[config.mk]
export PLATFORM = sky130hd
export DESIGN_NAME = flash_cmd_ctrl
export DESIGN_NICKNAME = d
export VERILOG_FILES = /design/src/rtl/flash_cmd_pkg.sv /design/src/rtl/flash_cmd_fsm.sv /design/src/rtl/flash_engine.sv /design/src/rtl/flash_read_path.sv /design/src/rtl/flash_cmd_ctrl.sv
export SDC_FILE = /design/constraint.sdc
export NUM_CORES = 1
export LEC_CHECK = 0
export CORE_UTILIZATION = 47
export CTS_CLUSTER_SIZE = 20
export DETAILED_ROUTE_END_ITERATION = 12
export MAX_ROUTING_LAYER = met4
export SYNTH_ARGS = -nofsm -noshare
export SYNTH_HDL_FRONTEND = slang
export SYNTH_SLANG_ARGS = --single-unit
[constraint.sdc]
create_clock -name clk -period 2.9 [get_ports clk]
set_input_delay 0.58 -clock clk [delete_from_list [all_inputs] [get_ports clk]]
set_output_delay 0.58 -clock clk [all_outputs]
set_load 0.01 [all_outputs]
[src/rtl/flash_cmd_pkg.sv]
package flash_cmd_pkg;

    typedef enum logic [2:0] {
        CMD_READY,
        CMD_PGM_WAIT,
        CMD_ERS_WAIT,
        CMD_ERS_FAIL,
        CMD_RUN,
        CMD_SUSP
    } cmd_state_t;

    typedef enum logic [1:0] {
        RD_ARRAY,
        RD_STATUS,
        RD_IDENT
    } rd_mode_t;

    localparam logic [7:0] OP_ARRAY   = 8'hFF;
    localparam logic [7:0] OP_IDENT   = 8'h90;
    localparam logic [7:0] OP_STATUS  = 8'h70;
    localparam logic [7:0] OP_CLEAR   = 8'h50;
    localparam logic [7:0] OP_PGM     = 8'h40;
    localparam logic [7:0] OP_ERASE   = 8'h20;
    localparam logic [7:0] OP_CONFIRM = 8'hD0;
    localparam logic [7:0] OP_SUSPEND = 8'hB0;

endpackage

[src/rtl/flash_cmd_fsm.sv]
module flash_cmd_fsm
    import flash_cmd_pkg::*;
#(
    parameter int ADDR_W = 6,
    parameter int BLK_W  = 2
) (
    input  logic              clk,
    input  logic              rst_n,
    input  logic              wr_en,
    input  logic [ADDR_W-1:0] addr,
    input  logic [7:0]        wdata,
    input  logic              eng_busy,
    output cmd_state_t        state,
    output rd_mode_t          mode,
    output logic [1:0]        err,
    output logic              start_pgm,
    output logic              start_ers,
    output logic              abort
);

    cmd_state_t       st_q, st_n;
    rd_mode_t         mode_q, mode_n;
    logic [1:0]       err_q, err_n;
    logic [BLK_W-1:0] blk_q, blk_n;
    logic             last_ff_q, last_ff_n;
    logic             ers_q, ers_n;
    logic [BLK_W-1:0] wr_blk;

    assign wr_blk = addr[ADDR_W-1 -: BLK_W];

    always_ff @(posedge clk) begin
        if (!rst_n) begin
            st_q      <= CMD_READY;
            mode_q    <= RD_ARRAY;
            err_q     <= 2'b00;
            blk_q     <= '0;
            last_ff_q <= 1'b0;
            ers_q     <= 1'b0;
        end else begin
            st_q      <= st_n;
            mode_q    <= mode_n;
            err_q     <= err_n;
            blk_q     <= blk_n;
            last_ff_q <= last_ff_n;
            ers_q     <= ers_n;
        end
    end

    always_comb begin
        st_n      = st_q;
        mode_n    = mode_q;
        err_n     = err_q;
        blk_n     = blk_q;
        ers_n     = ers_q;
        last_ff_n = wr_en ? (wdata == OP_ARRAY) : last_ff_q;
        start_pgm = 1'b0;
        start_ers = 1'b0;
        abort     = 1'b0;

        if (st_q == CMD_RUN && !eng_busy)
            st_n = CMD_READY;

        if (wr_en) begin
            unique case (st_q)
                CMD_READY, CMD_ERS_FAIL: begin
                    if (!(st_q == CMD_ERS_FAIL && wdata == OP_CONFIRM)) begin
                        st_n = CMD_READY;
                        case (wdata)
                            OP_ARRAY:  mode_n = RD_ARRAY;
                            OP_IDENT:  mode_n = RD_IDENT;
                            OP_STATUS: mode_n = RD_STATUS;
                            OP_CLEAR:  err_n  = 2'b00;
                            OP_PGM:    st_n   = CMD_PGM_WAIT;
                            OP_ERASE: begin
                                st_n  = CMD_ERS_WAIT;
                                blk_n = wr_blk;
                            end
                            default: ;
                        endcase
                    end
                end
                CMD_PGM_WAIT: begin
                    start_pgm = 1'b1;
                    ers_n     = 1'b0;
                    st_n      = CMD_RUN;
                    mode_n    = RD_STATUS;
                    last_ff_n = 1'b0;
                end
                CMD_ERS_WAIT: begin
                    mode_n = RD_STATUS;
                    if (wdata == OP_CONFIRM && wr_blk == blk_q) begin
                        start_ers = 1'b1;
                        ers_n     = 1'b1;
                        st_n      = CMD_RUN;
                    end else if (wdata == OP_ARRAY) begin
                        err_n = 2'b11;
                        st_n  = CMD_ERS_FAIL;
                    end else begin
                        err_n[1] = 1'b1;
                        st_n     = CMD_READY;
                    end
                end
                CMD_RUN: begin
                    if (wdata == OP_ARRAY && last_ff_q) begin
                        abort  = 1'b1;
                        st_n   = CMD_READY;
                        mode_n = RD_ARRAY;
                    end else if (wdata == OP_STATUS) begin
                        mode_n = RD_STATUS;
                    end else if (wdata == OP_SUSPEND && ers_q && eng_busy) begin
                        st_n = CMD_SUSP;
                    end
                end
                CMD_SUSP: begin
                    case (wdata)
                        OP_CONFIRM: begin
                            st_n   = CMD_RUN;
                            mode_n = RD_STATUS;
                        end
                        OP_ARRAY:  mode_n = RD_ARRAY;
                        OP_STATUS: mode_n = RD_STATUS;
                        OP_IDENT:  mode_n = RD_IDENT;
                        default: ;
                    endcase
                end
            endcase
        end
    end

    assign state = st_q;
    assign mode  = mode_q;
    assign err   = err_q;

endmodule

[src/rtl/flash_engine.sv]
module flash_engine #(
    parameter int ADDR_W   = 6,
    parameter int BLK_W    = 2,
    parameter int BUSY_CYC = 16
) (
    input  logic              clk,
    input  logic              rst_n,
    input  logic              start_pgm,
    input  logic              start_ers,
    input  logic              abort,
    input  logic              pause,
    input  logic [ADDR_W-1:0] op_addr,
    input  logic [7:0]        op_data,
    input  logic [ADDR_W-1:0] rd_addr,
    output logic [7:0]        rd_data,
    output logic              busy
);

    localparam int DEPTH = 1 << ADDR_W;
    localparam int SHIFT = ADDR_W - BLK_W;
    localparam int CNT_W = $clog2(BUSY_CYC + 1);

    logic [7:0]        mem [DEPTH];
    logic [CNT_W-1:0]  cnt;
    logic [ADDR_W-1:0] tgt_addr;
    logic [7:0]        tgt_data;
    logic              tgt_ers;

    always_ff @(posedge clk) begin
        if (!rst_n) begin
            cnt      <= '0;
            tgt_addr <= '0;
            tgt_data <= 8'hFF;
            tgt_ers  <= 1'b0;
            for (int i = 0; i < DEPTH; i++)
                mem[i] <= 8'hFF;
        end else if (abort) begin
            cnt <= '0;
        end else if (start_pgm || start_ers) begin
            cnt      <= CNT_W'(BUSY_CYC);
            tgt_addr <= op_addr;
            tgt_data <= op_data;
            tgt_ers  <= start_ers;
        end else if (cnt != '0 && !pause) begin
            cnt <= cnt - 1'b1;
            if (cnt == CNT_W'(1)) begin
                if (tgt_ers) begin
                    for (int i = 0; i < DEPTH; i++)
                        if ((ADDR_W'(i) >> SHIFT) == (tgt_addr >> SHIFT))
                            mem[i] <= 8'hFF;
                end else begin
                    mem[tgt_addr] <= mem[tgt_addr] & tgt_data;
                end
            end
        end
    end

    assign busy    = (cnt != '0);
    assign rd_data = mem[rd_addr];

endmodule

[src/rtl/flash_read_path.sv]
module flash_read_path
    import flash_cmd_pkg::*;
#(
    parameter int         ADDR_W   = 6,
    parameter logic [7:0] MFR_CODE = 8'hC7,
    parameter logic [7:0] DEV_CODE = 8'h5E
) (
    input  logic              clk,
    input  logic              rst_n,
    input  logic              rd_en,
    input  logic [ADDR_W-1:0] addr,
    input  rd_mode_t          mode,
    input  logic [7:0]        status,
    input  logic [7:0]        arr_data,
    output logic [7:0]        rdata,
    output logic              rvalid
);

    logic [7:0] sel;

    always_comb begin
        unique case (mode)
            RD_ARRAY:  sel = arr_data;
            RD_STATUS: sel = status;
            RD_IDENT:  sel = addr[0] ? DEV_CODE : MFR_CODE;
            default:   sel = 8'hFF;
        endcase
    end

    always_ff @(posedge clk) begin
        if (!rst_n) begin
            rdata  <= 8'h00;
            rvalid <= 1'b0;
        end else begin
            rvalid <= rd_en;
            if (rd_en)
                rdata <= sel;
        end
    end

endmodule

[src/rtl/flash_cmd_ctrl.sv]
module flash_cmd_ctrl
    import flash_cmd_pkg::*;
#(
    parameter int         ADDR_W   = 6,
    parameter int         BLK_W    = 2,
    parameter int         BUSY_CYC = 16,
    parameter logic [7:0] MFR_CODE = 8'hC7,
    parameter logic [7:0] DEV_CODE = 8'h5E
) (
    input  logic              clk,
    input  logic              rst_n,
    input  logic              wr_en,
    input  logic              rd_en,
    input  logic [ADDR_W-1:0] addr,
    input  logic [7:0]        wdata,
    output logic [7:0]        rdata,
    output logic              rvalid
);

    cmd_state_t cmd_st;
    rd_mode_t   rd_mode;
    logic [1:0] sr_err;
    logic       start_pgm, start_ers, abort;
    logic       eng_busy, eng_pause;
    logic [7:0] arr_data;
    logic [7:0] status;

    assign eng_pause = (cmd_st == CMD_SUSP);
    assign status    = {~(eng_busy & ~eng_pause), eng_pause, sr_err, 4'b0000};

    flash_cmd_fsm #(.ADDR_W(ADDR_W), .BLK_W(BLK_W)) u_fsm (
        .clk(clk), .rst_n(rst_n), .wr_en(wr_en), .addr(addr), .wdata(wdata),
        .eng_busy(eng_busy), .state(cmd_st), .mode(rd_mode), .err(sr_err),
        .start_pgm(start_pgm), .start_ers(start_ers), .abort(abort)
    );

    flash_engine #(.ADDR_W(ADDR_W), .BLK_W(BLK_W), .BUSY_CYC(BUSY_CYC)) u_eng (
        .clk(clk), .rst_n(rst_n), .start_pgm(start_pgm), .start_ers(start_ers),
        .abort(abort), .pause(eng_pause), .op_addr(addr), .op_data(wdata),
        .rd_addr(addr), .rd_data(arr_data), .busy(eng_busy)
    );

    flash_read_path #(.ADDR_W(ADDR_W), .MFR_CODE(MFR_CODE), .DEV_CODE(DEV_CODE)) u_rd (
        .clk(clk), .rst_n(rst_n), .rd_en(rd_en), .addr(addr), .mode(rd_mode),
        .status(status), .arr_data(arr_data), .rdata(rdata), .rvalid(rvalid)
    );

endmodule

Word-level counts from Yosys, hierarchy flattened. Memory sizes are Yosys's and may differ from the RTL's. A register that Yosys moved wholly into a read port is not among the register bits. Cells that the tools add are included.

Register bits: 40. RAM bits: 512. Bits of input ports: 18. Memories: 1.

Add/subtract/negate cells: 1. Equal/unequal tests: 28. Multiplexer cells: 148. Bitwise logic cells: 71. Reduce and logical (&&, ||, !) cells: 29.

Memory list: u_eng.mem (depth 64, width 8, rd ports 2, clocked after Yosys merged registers in 1, write ports 64, RTL line flash_engine.sv:23) `logic [7:0] mem [DEPTH];`.

Operators by type and width (number): $mux W8 (66); $or A1 B1 Y1 (64); $mux W1 (54); $eq A8 B8 Y1 const B (4); $eq A8 B7 Y1 const B (3); $mux W3 (8); $pmux W8 S3 (1); $mux W6 (3); $pmux W3 S5 (1); $mux W2 (7); $pmux W2 S3 (2); $mux W5 (2); $reduce_and A5 Y1 (2); $and A8 B8 Y8 (1); $eq A8 B6 Y1 const B (1); $pmux W2 S2 (2); $pmux W2 S4 (1); $reduce_or A2 Y1 (4); $reduce_or A8 Y1 (1); $logic_and A1 B1 Y1 (7); $eq A3 B2 Y1 const B (2); $eq A3 B3 Y1 const B (2); $logic_not A6 Y1 (1); $ne A2 B2 Y1 const B (3); other kinds (26) (35).

Logic depth before layout (Yosys ltp).
Word-level depth: 12. Depth in mapped cells: 11. Gate-level depth less buffers: 7.

Hierarchy. From an unflattened synthesis, not the netlist that was laid out.

Cells, all modules: 2166. Area, all modules: 29877.4 µm².

By module, submodules not included: flash_engine (times used 1, cells an instance 1987, area an instance 28489.8 µm²); flash_cmd_fsm (times used 1, cells an instance 119, area an instance 895.9 µm²); flash_read_path (times used 1, cells an instance 56, area an instance 471.7 µm²); flash_cmd_ctrl (times used 1, cells an instance 4, area an instance 20.0 µm²).

Worst setup path after synthesis. OpenSTA, ideal clock, no wires.

Kind: input to register. Start point: in wdata[0]. End point: mem u_eng.mem[12][0] (enable). Library setup time: 303 ps. Arrival: 2724 ps. Data required time: 2597 ps. Setup slack: -127 ps. Cell stages on the path: 9. Cell sequence: or4_1 > buf_2 > or3_4 > o21a_4 > o21ai_4 > buf_12 > buf_12 > nor4_4 > nand2b_1.

RTL lines: start, declared (RTL line flash_cmd_ctrl.sv:15) `input logic [7:0] wdata,`; end, declared (RTL line flash_engine.sv:23).

==> impl_metrics.yaml <==
synthesis:
  syn_area_sq_mm: 0.03088
  yosysSeqAreaShare_pct: 52.78
  synth-edff-count: 512
  syn-num-nets: 2344
  synthCells: 2323
  synth.area.top_cells: "edfxtp_1 (50%), mux4_2 (16%), nand2_1 (7.6%)"
  synthFlopType: "edfxtp_1"
  synth.avg_cell_area_sq_um: 13.29
  ys.warnings.count: 0
  synth_area_leader_cell: "edfxtp_1"
  synth_top_area_share_pct: 49.79
  yosys.cell_types.count: 77
  ys_async_sr_fraction_pct: 0
  synth-seq-cells: 558
flow_run:
  max_cap_violations: 0
sta:
  setup_violations: 5
  slew_headroom_pct: 14.12
  hold_violations: 0
  finalWorstSetupSlack_ps: -12.49
  drv_slew: 0
  period_share_pct: 100.4
  worstMarginPinSlew_ps: 1256
  rsz0062_at_grt: "true"
  fmax_mhz: 343.3
  fin_skew_ps: 17.33
  period_minus_slack_ps: 2912
global_routing:
  antenna_found_initial: 0
  grt_max_degree: 45
  grt_pass1_vias: 21680
  grt_overflow: 0
  grtUsageTotal_pct: 33.31
  grt_pass1_wl_mm: 153.6
clock_network:
  clk_latency_ps: 640
  clkSinkCount: 558
  numCtsBuffers: 58
  clockBufferDepth: 3
  cts_tree: "done"
  cts.clk_slew.worst_paths_ps: 70
  ctsHoldBuffers: 0
  cts_root_buffer: "clkbuf_16"
  cts_max_level: 2
setup_path:
  start_kind: "flip-flop"
  arrival_ps: 3290
  worstRegToRegCells: 9
  r2r_end: "u_eng.mem[60][7]"
  critical_path_class: "flip-flop to flip-flop"
  rrSetupSlack_ps: -10
  required_ps: 3280
  cp-endpoint: "u_eng.mem[60][7]"
  cp-end-kind: "flip-flop"
  crit_fanout: 10
placement:
  dpl.hpwl_mm: 79.63
  dp_cells: 3325
  place_ws_ps: -597.7
  io_buffer_count: 26
  dpl_cell_area_sq_mm: 0.03433
  gp_congestion: 1.003
route:
  ant_nets: 0
  vias_per_cell: 6.523
  drt_iter0_markers: 3196
  wl_per_cell_um: 31.66
  drc: 0
  vias: 22570
  drt-total-wl_mm: 109.6
  drtPass1Iterations: 6
run_status:
  outcome: "finished with violations"
  violations: "negative setup slack"
power_and_ir_drop:
  p_comb_share_pct: 8.5
  peakVddDrop_v: 0.0004748
  switching_share_pct: 24.51
  pwr-share-seq_pct: 50.0
  pwr_density_cell_mw_per_mm2: 481.5
  leakage_uw: 0.009610
  p_clk_share_pct: 41.5
  power.switching_uw: 4334
  p_int_uw: 13350
finish:
  final_area_sq_mm: 0.03673
  drive_gt1_share_pct: 31.98
  area_growth_pct: 18.95
  antennaDiodeCount: 0
  fin_nets: 2579
  fillCellCount: 5254
  stdcell_count: 3460
floorplanning:
  rows: 93
  ioPinCount: 27
  die-area_sq_mm: 0.06672
  die_h_um: 258.3
  start_util_pct: 47.73
  die_x_um: 258.3
  coreArea_sq_mm: 0.06470
hold_path:
  hold_path_class: "flip-flop to flip-flop"
state kept, by name, indices dropped and copies added, names as in the netlist, named ones only:
| signal | flops |
|---|---|
| u_eng.cnt | 5 |
| u_eng.mem | 512 |
| u_eng.tgt_addr | 6 |
| u_eng.tgt_data | 8 |
| u_eng.tgt_ers | 1 |
| u_fsm.blk_q | 2 |
| u_fsm.err | 2 |
| u_fsm.ers_q | 1 |
| u_fsm.last_ff_q | 1 |
| u_fsm.mode | 2 |
| u_fsm.state | 3 |
| u_rd.rdata | 8 |
| u_rd.rvalid | 1 |
area by class of cell:
type,instances,area [sq um],share of cell area (%)
Clock inverter,42,341.6,0.9300
Timing Repair Buffer,369,3745,10.20
Sequential cell,558,16310,44.40
Clock buffer,65,1499,4.081
Multi-Input combinational cell,1548,13680,37.24
Inverter,23,87.58,0.2385
Tap cell,855,1070,2.913
per-layer routing:
| layer | global-route usage [%] | wire [um] | up-vias | share of wire [%] |
|---|---|---|---|---|
| li1 | - | - | 9330 | - |
| met1 | 45.10 | 42540 | 11440 | 39 |
| met2 | 50.40 | 49870 | 1531 | 46 |
| met3 | 5.516 | 11980 | 266 | 11 |
| met4 | 13.12 | 5158 | 0 | 4.7 |
| met5 | - | 0 | - | 0 |
power groups by stage:
stage               clock network [uW]  logic [uW]  registers, uW
floorplan                            0         953           9000
global placement                     0        1430           9010
detailed placement                   0        1470           9010
CTS                               7370        1480           8840
global route                      7640        1590           8840
finish                            7340        1510           8840
worst max-delay path, stage by stage, from the launching register on:
cell and delay [ps]:
dfxtp_4 440, buf_12 170, mux4_2 560, mux4_2 510, a21oi_2 180, buf_6 150
a2bb2oi_4 200, buf_12 170, clkbuf_16 200, nand2_1 70
synth_stat cells (all sizes together) (4+ instances only):
master	count
a2111oi	10
a211oi	17
a21oi	32
a221oi	7
a22o	5
a22oi	43
a31oi	4
and2	8
and3	5
buf	142
clkbuf	52
dfxtp	46
edfxtp	512
inv	22
mux2	16
mux2i	145
mux4	213
nand2	623
nand2b	72
nand3	19
nand4	8
nor2	61
nor2b	17
nor3	31
nor3b	6
nor4	72
o2111ai	13
o211ai	7
o21a	7
o21ai	39
o22ai	10
o31ai	4
xnor2	4
cells by family (layout without fill, tap and decap cells):
family	count (synthesis)	after routing	synth area share, %
and+or+nand+nor	937	937	16.26
DFF	558	558	52.78
buffers and inverters	217	499	4.320
muxes	374	374	20.82
AOI/OAI and AO/OA	225	225	5.442
xor gates and xnor gates	7	7	0.1986
adders and majority gates	5	5	0.1864
worst min-delay path by stage:
| stage | slack (ps) | end | from | depth (start not counted) |
|---|---|---|---|---|
| 2_1_floorplan | 430 | u_fsm.last_ff_q | u_fsm.last_ff_q | 2 |
| 3_3_place_gp | 440 | u_fsm.last_ff_q | u_fsm.last_ff_q | 2 |
| 3_5_place_dp | 450 | u_fsm.last_ff_q | u_fsm.last_ff_q | 2 |
| 4_1_cts | 460 | u_fsm.last_ff_q | u_fsm.last_ff_q | 2 |
| 5_1_grt | 500 | u_fsm.last_ff_q | u_fsm.last_ff_q | 2 |
| 6_report | 450 | u_fsm.last_ff_q | u_fsm.last_ff_q | 2 |
layout by cell type (no fill, tap or decap), types with 11 or more instances in the layout:
cell type / instances
nor2b_1: 16
a211oi_1: 17
a22oi_1: 39
buf_4: 271
mux2i_1: 139
o2111ai_1: 13
mux4_2: 213
nor4_4: 58
edfxtp_1: 512
clkdlybuf4s50_1: 22
nand3_1: 18
clkinv_1: 11
a21oi_1: 29
nand2b_2: 35
inv_1: 19
buf_12: 57
nor2_1: 60
clkinv_2: 14
nand2_1: 621
mux2_2: 16
nand2b_4: 28
o21ai_0: 36
clkbuf_16: 65
nor3_1: 30
dfxtp_1: 42
what timing repair did:
item                                    4_1_cts  5_1_grt
endpoints found under the setup margin      323      448
gates resized for setup                      14       34
pin swaps                                     1        2
cloned                                        1        6
setup buffers                                11       11
through the flow:
stage / TNS, ps / hold WS (ps) / utilization, % / total power (uW)
final: -32.38 / 454.9 / 56.77 / 17690
after floorplan: -24270 / 431.9 / - / 9949
after CTS: -3.371 / 455.2 / 56.19 / 17680
after global placement: -416050 / 441.6 / 53.07 / 10440
after detailed placement: -420140 / 446.5 / 53.07 / 10470
after global routing: -150.6 / 499.7 / 56.77 / 18070
Note: power is estimated with default switching activity, not from simulation.
